`config.mk`:
```
export PLATFORM = sky130hd
export DESIGN_NAME = csa_multi_adder
export DESIGN_NICKNAME = d
export VERILOG_FILES = /design/src/rtl/csa_pkg.sv /design/src/rtl/csa_compress3.sv /design/src/rtl/csa_layer.sv /design/src/rtl/csa_cpa.sv /design/src/rtl/csa_multi_adder.sv
export SDC_FILE = /design/constraint.sdc
export NUM_CORES = 1
export LEC_CHECK = 0
export ABC_AREA = 1
export BUFFER_PORTS_ARGS = -buffer_cell sky130_fd_sc_hd__buf_2
export CORE_ASPECT_RATIO = 2
export CORE_MARGIN = 2
export CORE_UTILIZATION = 36
export DETAILED_ROUTE_END_ITERATION = 10
export PLACE_DENSITY = 0.69
export SYNTH_ARGS = -nofsm -noshare
export SYNTH_HDL_FRONTEND = slang
export SYNTH_SLANG_ARGS = --single-unit
```
`constraint.sdc`:
```
create_clock -name vclk -period 31.5
set_clock_uncertainty 0.15 [all_clocks]
set_input_delay 9.45 -clock vclk [all_inputs]
set_output_delay 9.45 -clock vclk [all_outputs]
set_load 0.03 [all_outputs]
```
`src/rtl/csa_pkg.sv`:
```
`timescale 1ns/1ps
package csa_pkg;

  // Word count after one layer: full triples become pairs, leftovers stay.
  function automatic int ops_after(input int n);
    return (n / 3) * 2 + (n % 3);
  endfunction

  // Word count at stage k when starting from m operands.
  function automatic int ops_at(input int m, input int k);
    int n;
    n = m;
    for (int i = 0; i < k; i++) begin
      if (n > 2) n = ops_after(n);
    end
    return n;
  endfunction

  // Number of compression layers needed to reach two words.
  function automatic int layer_count(input int m);
    int n;
    int c;
    n = m;
    c = 0;
    for (int i = 0; i < 64; i++) begin
      if (n > 2) begin
        n = ops_after(n);
        c++;
      end
    end
    return c;
  endfunction

  function automatic int min_int(input int a, input int b);
    return (a < b) ? a : b;
  endfunction

endpackage

```
`src/rtl/csa_compress3.sv`:
```
`timescale 1ns/1ps
// Three-into-two carry-save cell. WO is WI+1, or WI once the width cap is reached.
module csa_compress3 #(
  parameter int WI = 8,
  parameter int WO = WI + 1
) (
  input  logic [WI-1:0] a_i,
  input  logic [WI-1:0] b_i,
  input  logic [WI-1:0] c_i,
  output logic [WO-1:0] d_o,
  output logic [WO-1:0] e_o
);

  for (genvar i = 0; i < WO; i++) begin : g_bit
    if (i < WI) begin : g_xor
      assign d_o[i] = a_i[i] ^ b_i[i] ^ c_i[i];
    end else begin : g_xtop
      assign d_o[i] = 1'b0;
    end
    if (i == 0) begin : g_e0
      assign e_o[i] = 1'b0;
    end else begin : g_maj
      assign e_o[i] = (a_i[i-1] & b_i[i-1]) | (a_i[i-1] & c_i[i-1]) |
                      (b_i[i-1] & c_i[i-1]);
    end
  end

endmodule

```
`src/rtl/csa_layer.sv`:
```
`timescale 1ns/1ps
// One compression layer: triples compressed, leftovers forwarded.
module csa_layer #(
  parameter int NIN = 5,
  parameter int WI  = 8,
  parameter int WO  = WI + 1,
  localparam int NOUT = csa_pkg::ops_after(NIN)
) (
  input  logic [NIN-1:0][WI-1:0]  ops_i,
  output logic [NOUT-1:0][WO-1:0] ops_o
);

  localparam int NGRP = NIN / 3;
  localparam int NREM = NIN % 3;

  for (genvar g = 0; g < NGRP; g++) begin : g_grp
    csa_compress3 #(.WI(WI), .WO(WO)) u_cmp (
      .a_i(ops_i[3*g]),
      .b_i(ops_i[3*g+1]),
      .c_i(ops_i[3*g+2]),
      .d_o(ops_o[2*g]),
      .e_o(ops_o[2*g+1])
    );
  end

  for (genvar r = 0; r < NREM; r++) begin : g_rem
    assign ops_o[2*NGRP+r] = WO'(ops_i[3*NGRP+r]);
  end

endmodule

```
`src/rtl/csa_cpa.sv`:
```
`timescale 1ns/1ps
// Plain ripple carry-propagate adder; carry out of the top bit is provably zero.
module csa_cpa #(
  parameter int WD = 8
) (
  input  logic [WD-1:0] a_i,
  input  logic [WD-1:0] b_i,
  output logic [WD-1:0] s_o
);

  logic [WD-1:0] cy;

  assign cy[0] = 1'b0;

  for (genvar i = 0; i < WD; i++) begin : g_rip
    assign s_o[i] = a_i[i] ^ b_i[i] ^ cy[i];
    if (i < WD - 1) begin : g_cy
      assign cy[i+1] = (a_i[i] & b_i[i]) | (a_i[i] & cy[i]) | (b_i[i] & cy[i]);
    end
  end

endmodule

```
`src/rtl/csa_multi_adder.sv`:
```
`timescale 1ns/1ps
module csa_multi_adder #(
  parameter int M = 9,
  parameter int W = 8,
  localparam int OW = W + $clog2(M)
) (
  input  logic [M-1:0][W-1:0] ops_i,
  output logic [OW-1:0]       sum_o
);

  localparam int NLAY  = csa_pkg::layer_count(M);
  localparam int NLAST = csa_pkg::ops_at(M, NLAY);

  logic [OW-1:0] pair_a;
  logic [OW-1:0] pair_b;

  for (genvar k = 0; k <= NLAY; k++) begin : g_stg
    localparam int NK = csa_pkg::ops_at(M, k);
    localparam int WK = csa_pkg::min_int(W + k, OW);
    logic [NK-1:0][WK-1:0] v;
    if (k == 0) begin : g_in
      assign v = ops_i;
    end else begin : g_lay
      localparam int NP = csa_pkg::ops_at(M, k - 1);
      localparam int WP = csa_pkg::min_int(W + k - 1, OW);
      csa_layer #(.NIN(NP), .WI(WP), .WO(WK)) u_layer (
        .ops_i(g_stg[k-1].v),
        .ops_o(v)
      );
    end
  end

  if (NLAST == 1) begin : g_one
    assign pair_a = OW'(g_stg[NLAY].v[0]);
    assign pair_b = '0;
    assign sum_o  = pair_a;
  end else begin : g_two
    assign pair_a = OW'(g_stg[NLAY].v[0]);
    assign pair_b = OW'(g_stg[NLAY].v[1]);
    csa_cpa #(.WD(OW)) u_cpa (
      .a_i(pair_a),
      .b_i(pair_b),
      .s_o(sum_o)
    );
  end

endmodule

```
After elaboration in Yosys (flattened, before gate mapping)
Index checks and enable logic that the tools add are counted.
Storage, ports and cells
  input bits: 72
  register bits after elaboration: 0
  word-level logic and storage cells: 434
  output and inout port bits: 12
Operators by class
  bitwise logic cells: 434
Operators with widths (count)
  bitwise AND 1 bit: 187
  XOR 1 bit: 127
  OR 1 bit: 120

Logic depth before layout (Yosys ltp)
  depth in word-level cells: 33
  gate-level depth with buffers: 19
  mapped depth without buffers: 19

Cells and area by module
From an unflattened synthesis, not the netlist that was laid out.
Unflattened totals
  cells, all modules: 117
  area, all modules: 1731.7 um^2
By module, submodules not included
  csa_compress3 at g_stg[1].g_lay.u_layer.g_grp[0].u_cmp ...: instances 3, cells an instance 11, seq. area each 0.0 um^2, area each 178.9 um^2
  csa_compress3 at g_stg[2].g_lay.u_layer.g_grp[0].u_cmp ...: instances 2, cells an instance 12, seq. area each 0.0 um^2, area each 198.9 um^2
  csa_cpa: instances 1, cells an instance 21, seq. area each 0.0 um^2, area each 252.7 um^2
  csa_compress3 at g_stg[4].g_lay.u_layer.g_grp[0].u_cmp: instances 1, cells an instance 14, seq. area each 0.0 um^2, area each 239.0 um^2
  csa_compress3 at g_stg[3].g_lay.u_layer.g_grp[0].u_cmp: instances 1, cells an instance 13, seq. area each 0.0 um^2, area each 219.0 um^2
  csa_layer at g_stg[3].g_lay.u_layer: instances 1, cells an instance 12, seq. area each 0.0 um^2, area each 86.3 um^2

Least setup slack after synthesis
No wires, ideal clock.
  path type: input port to output port
  start: input port ops_i[2] (netlist bit)
  end: output port sum_o[10]
  setup slack: 7221 ps
  path buffers: 0
  stages: 17
  arrival time: 14679 ps
  required time: 21900 ps
  cell sequence: inv_1 > fa_1 > fa_1 > fa_1 > fa_1 > inv_1 > ha_1 > fa_1 > inv_1 > fa_1 > inv_1 > fa_1 > fa_1 > fa_1 > fa_1 > fa_1 > ha_1
Between the ends
  cells in the longest elaborated chain, start to end: 31
  elaborated cells between the ends (all ways): 97
  those cells by class: bitwise (97)
RTL lines
  start, declared: line csa_multi_adder.sv:7  | input logic [M-1:0][W-1:0] ops_i,
  bitwise AND 1 bit or XOR 1 bit (tied branches): line csa_compress3.sv:23, csa_compress3.sv:16
  OR 1 bit or XOR 1 bit (tied branches): line csa_compress3.sv:23, csa_compress3.sv:16
  OR 1 bit (tied with other cells): line csa_compress3.sv:23  | assign e_o[i] = (a_i[i-1] & b_i[i-1]) | (a_i[i-1] & c_i[i-1]) |
  XOR 1 bit or OR 1 bit (tied branches): line csa_compress3.sv:16, csa_compress3.sv:23
  XOR 1 bit (tied with other cells): line csa_compress3.sv:16  | assign d_o[i] = a_i[i] ^ b_i[i] ^ c_i[i];
  XOR 1 bit or OR 1 bit (tied branches): line csa_compress3.sv:16, csa_compress3.sv:23
  XOR 1 bit (tied with other cells): line csa_compress3.sv:16
  XOR 1 bit or OR 1 bit (tied branches): line csa_compress3.sv:16, csa_compress3.sv:23
  [15 not listed]
  OR 1 bit (*): line csa_cpa.sv:18  | assign cy[i+1] = (a_i[i] & b_i[i]) | (a_i[i] & cy[i]) | (b_i[i] & cy[i]);
  bitwise AND 1 bit: line csa_cpa.sv:18
  OR 1 bit: line csa_cpa.sv:18
  OR 1 bit (*): line csa_cpa.sv:18
  bitwise AND 1 bit: line csa_cpa.sv:18
  OR 1 bit: line csa_cpa.sv:18
  OR 1 bit (*): line csa_cpa.sv:18
  XOR 1 bit (*): line csa_cpa.sv:16  | assign s_o[i] = a_i[i] ^ b_i[i] ^ cy[i];
  end, declared: line csa_multi_adder.sv:8  | output logic [OW-1:0] sum_o
Mark *: on every way between the ends. The rest lies on a longest branch, timed or not.

Worst setup path in the final report
  start: input port ops_i[26] (netlist bit)
  end: output port sum_o[10]
Between the ends
  cells in the longest elaborated chain, start to end: 31
  elaborated cells between the ends (all ways): 83
  those cells by class: bitwise (83)
RTL lines (line)
  XOR 1 bit (2 in series): csa_compress3.sv:16
  bitwise AND 1 bit: csa_compress3.sv:23
  OR 1 bit (2 in series): csa_compress3.sv:23
  XOR 1 bit (4 in series): csa_compress3.sv:16
  bitwise AND 1 bit: csa_cpa.sv:18
  OR 1 bit (2 in series): csa_cpa.sv:18
  bitwise AND 1 bit: csa_cpa.sv:18
  OR 1 bit (2 in series): csa_cpa.sv:18
  [8 not listed]
  OR 1 bit (*): csa_cpa.sv:18
  bitwise AND 1 bit: csa_cpa.sv:18
  OR 1 bit: csa_cpa.sv:18
  OR 1 bit (*): csa_cpa.sv:18
  bitwise AND 1 bit: csa_cpa.sv:18
  OR 1 bit: csa_cpa.sv:18
  OR 1 bit (*): csa_cpa.sv:18
  XOR 1 bit (*): csa_cpa.sv:16
Marked as above.

==> key figures <==
Route
  • DRC viols: 0
  • Routed vias: 1153
  • Wirelength per Cell: 10.7 um
  • DRT Pass-1 Iters: 3
  • Vias/cell: 4.12
  • Antenna viol nets, final: 0
  • Number of DRC markers in iteration 0: 1
  • Routed Wire Length: 2.99 mm

Placed design
  • Port bufs: 84
  • Placed cell count: 280
  • Placer Congestion: 0.710
  • Pre-CTS WS: 6880 ps
  • Half-perimeter wire length after placement: 3.08 mm

Worst setup path
  • Slowest stage delay, CP: 560 ps
  • Slowest-stage cell, CP: fa_1
  • Worst path required time: 21900 ps
  • WS Path Type: in -> out
  • Most frequent CP cell: fa_1
  • Crit path DAT: 14950 ps
  • Critical-path cell list: buf_2 > fa_1 > inv_1 > fa_1 > fa_1 > fa_1 > inv_1 > ha_1 > fa_1 > inv_1 > fa_1 > inv_1 > fa_1 > fa_1 > fa_1 > fa_1 > fa_1 > ha_1 > buf_2
  • Crit-path max FO: 1
  • Critical Path Start Type: input port
  • Kind of end point of the critical path: primary output

Cells and area
  • Final Non-Filler Cells: 280
  • Final Net Count: 367
  • Sequential cell count: 0
  • Reg area: 0 um^2
  • # diodes: 0
  • Area occupied by multi-input gates: 1290 um^2
  • Clkbuf count: 0
  • Area growth syn-to-layout: 31.1%
  • Share of layout cells above drive strength 1: 37.2%
  • Fill cells: 402

STA
  • Rel. slew slack: 88.3%
  • Setup slack after layout: 6950 ps
  • Slew @ Worst Pin: 177 ps
  • Tmin final: 24550 ps
  • Fin. Hold Viols: 0
  • Max Fclk: 0.0407 GHz
  • Final Cycle Share: 77.9%
  • Setup Viol. Count Final: 0
  • RSZ-0062 raised after global routing: no
  • Setup TNS: 0 ps
  • Pins Over Slew Limit: 0

Synth
  • Mapped Area: 1570 um^2
  • Post-synthesis cell type count: 3
  • Sequential element share of the synthesized area: 0%
  • Largest cells by area after synthesis: fa_1, inv_1, ha_1
  • Post-Syn Nets: 281
  • Mapped Cells: 142
  • Yosys top cell by area: fa_1
  • Synth warnings: 0
  • Yosys top cell area share: 76.5%
  • Synth Area per Inst: 11.1 um^2

Floorplanning
  • CORE AREA: 4250 um^2
  • Die Height: 97.4 um
  • Cell row count: 34
  • Die Span X: 50.7 um
  • Number of I/O pins: 84
  • Die area: 4940 um^2
  • Initial Utilization: 36.9%

GRT
  • Global-route wire length before repair: 5.60 mm
  • All-layer global routing usage: 14.3%
  • Congestion Overflow GR: 0
  • Vias in the first global route: 1418
  • Initial antenna violation count: 0
  • Pin count of the biggest net entering global routing: 2

Clocking
  • Post-CTS Setup Inserts: 0
  • # hold bufs at CTS: 0
  • CTS resizes: 0

Flow run
  • MaxCap Viol Count: 0

Hold path
  • Worst Hold Depth: 4
  • Hold endpoint: sum_o[0]
  • Hold Crit Start: ops_i[64]
  • Worst min path class: in -> out

Run status
  • Status: finished, final reports clean
[routing by layer]
layer  GRT usage [%]  vias to the layer above  share of wire [%]
li1                -                      526                  -
met1            17.2                      576                 31
met2            28.4                       49                 61
met3           0.462                        2                7.4
met4           0.624                        0               0.64
met5               0                        -                  0
[final cells by class]
type / count / area share [%]
multi-input cells: 67 / 62.6
repair buffers: 84 / 20.4
inverters: 75 / 13.7
well taps: 54 / 3.28
[critical path, delay by kind of cell]
| family | cells | cell delay, ps |
|---|---|---|
| buffers and inverters | 6 | 500 |
| adders and majority gates | 13 | 5000 |
[cells in the mapped netlist (all sizes together)]
| master | number |
|---|---|
| fa | 60 |
| inv | 75 |
| ha | 7 |
[metrics by stage]
stage / utilization [%] / cell area (um^2) / hold slack, ps
6_report: 48.4 / 2060 / 19280
3_5_place_dp: 48.4 / 2060 / 19280
4_1_cts: 48.4 / 2060 / 19280
2_1_floorplan: - / 1570 / 19160
3_3_place_gp: 48.4 / 2060 / 19280
5_1_grt: 48.4 / 2060 / 19290
[worst max path at each step]
| stage | end | start | cells past startpoint |
|---|---|---|---|
| 4_1_cts | sum_o[10] | ops_i[26] | 19 |
| 3_5_place_dp | sum_o[10] | ops_i[26] | 19 |
| 5_1_grt | sum_o[10] | ops_i[2] | 19 |
| 3_3_place_gp | sum_o[10] | ops_i[26] | 19 |
| 2_1_floorplan | sum_o[10] | ops_i[2] | 17 |
| 6_report | sum_o[10] | ops_i[26] | 19 |
[kinds of logic after synthesis]
family	count (synthesis)	synth area share (%)
adder cells (fa/ha/maj)	67	82.1
buffers and inverters	75	17.9
[cells in the final DEF (no fill, tap or decap), drive strengths merged]
| cell type | n |
|---|---|
| fa | 60 |
| buf | 84 |
| inv | 75 |
| ha | 7 |
Power is left out: the tool's default activity adds up to more than one toggle a clock period on the data nets, which glitch-free logic cannot reach.
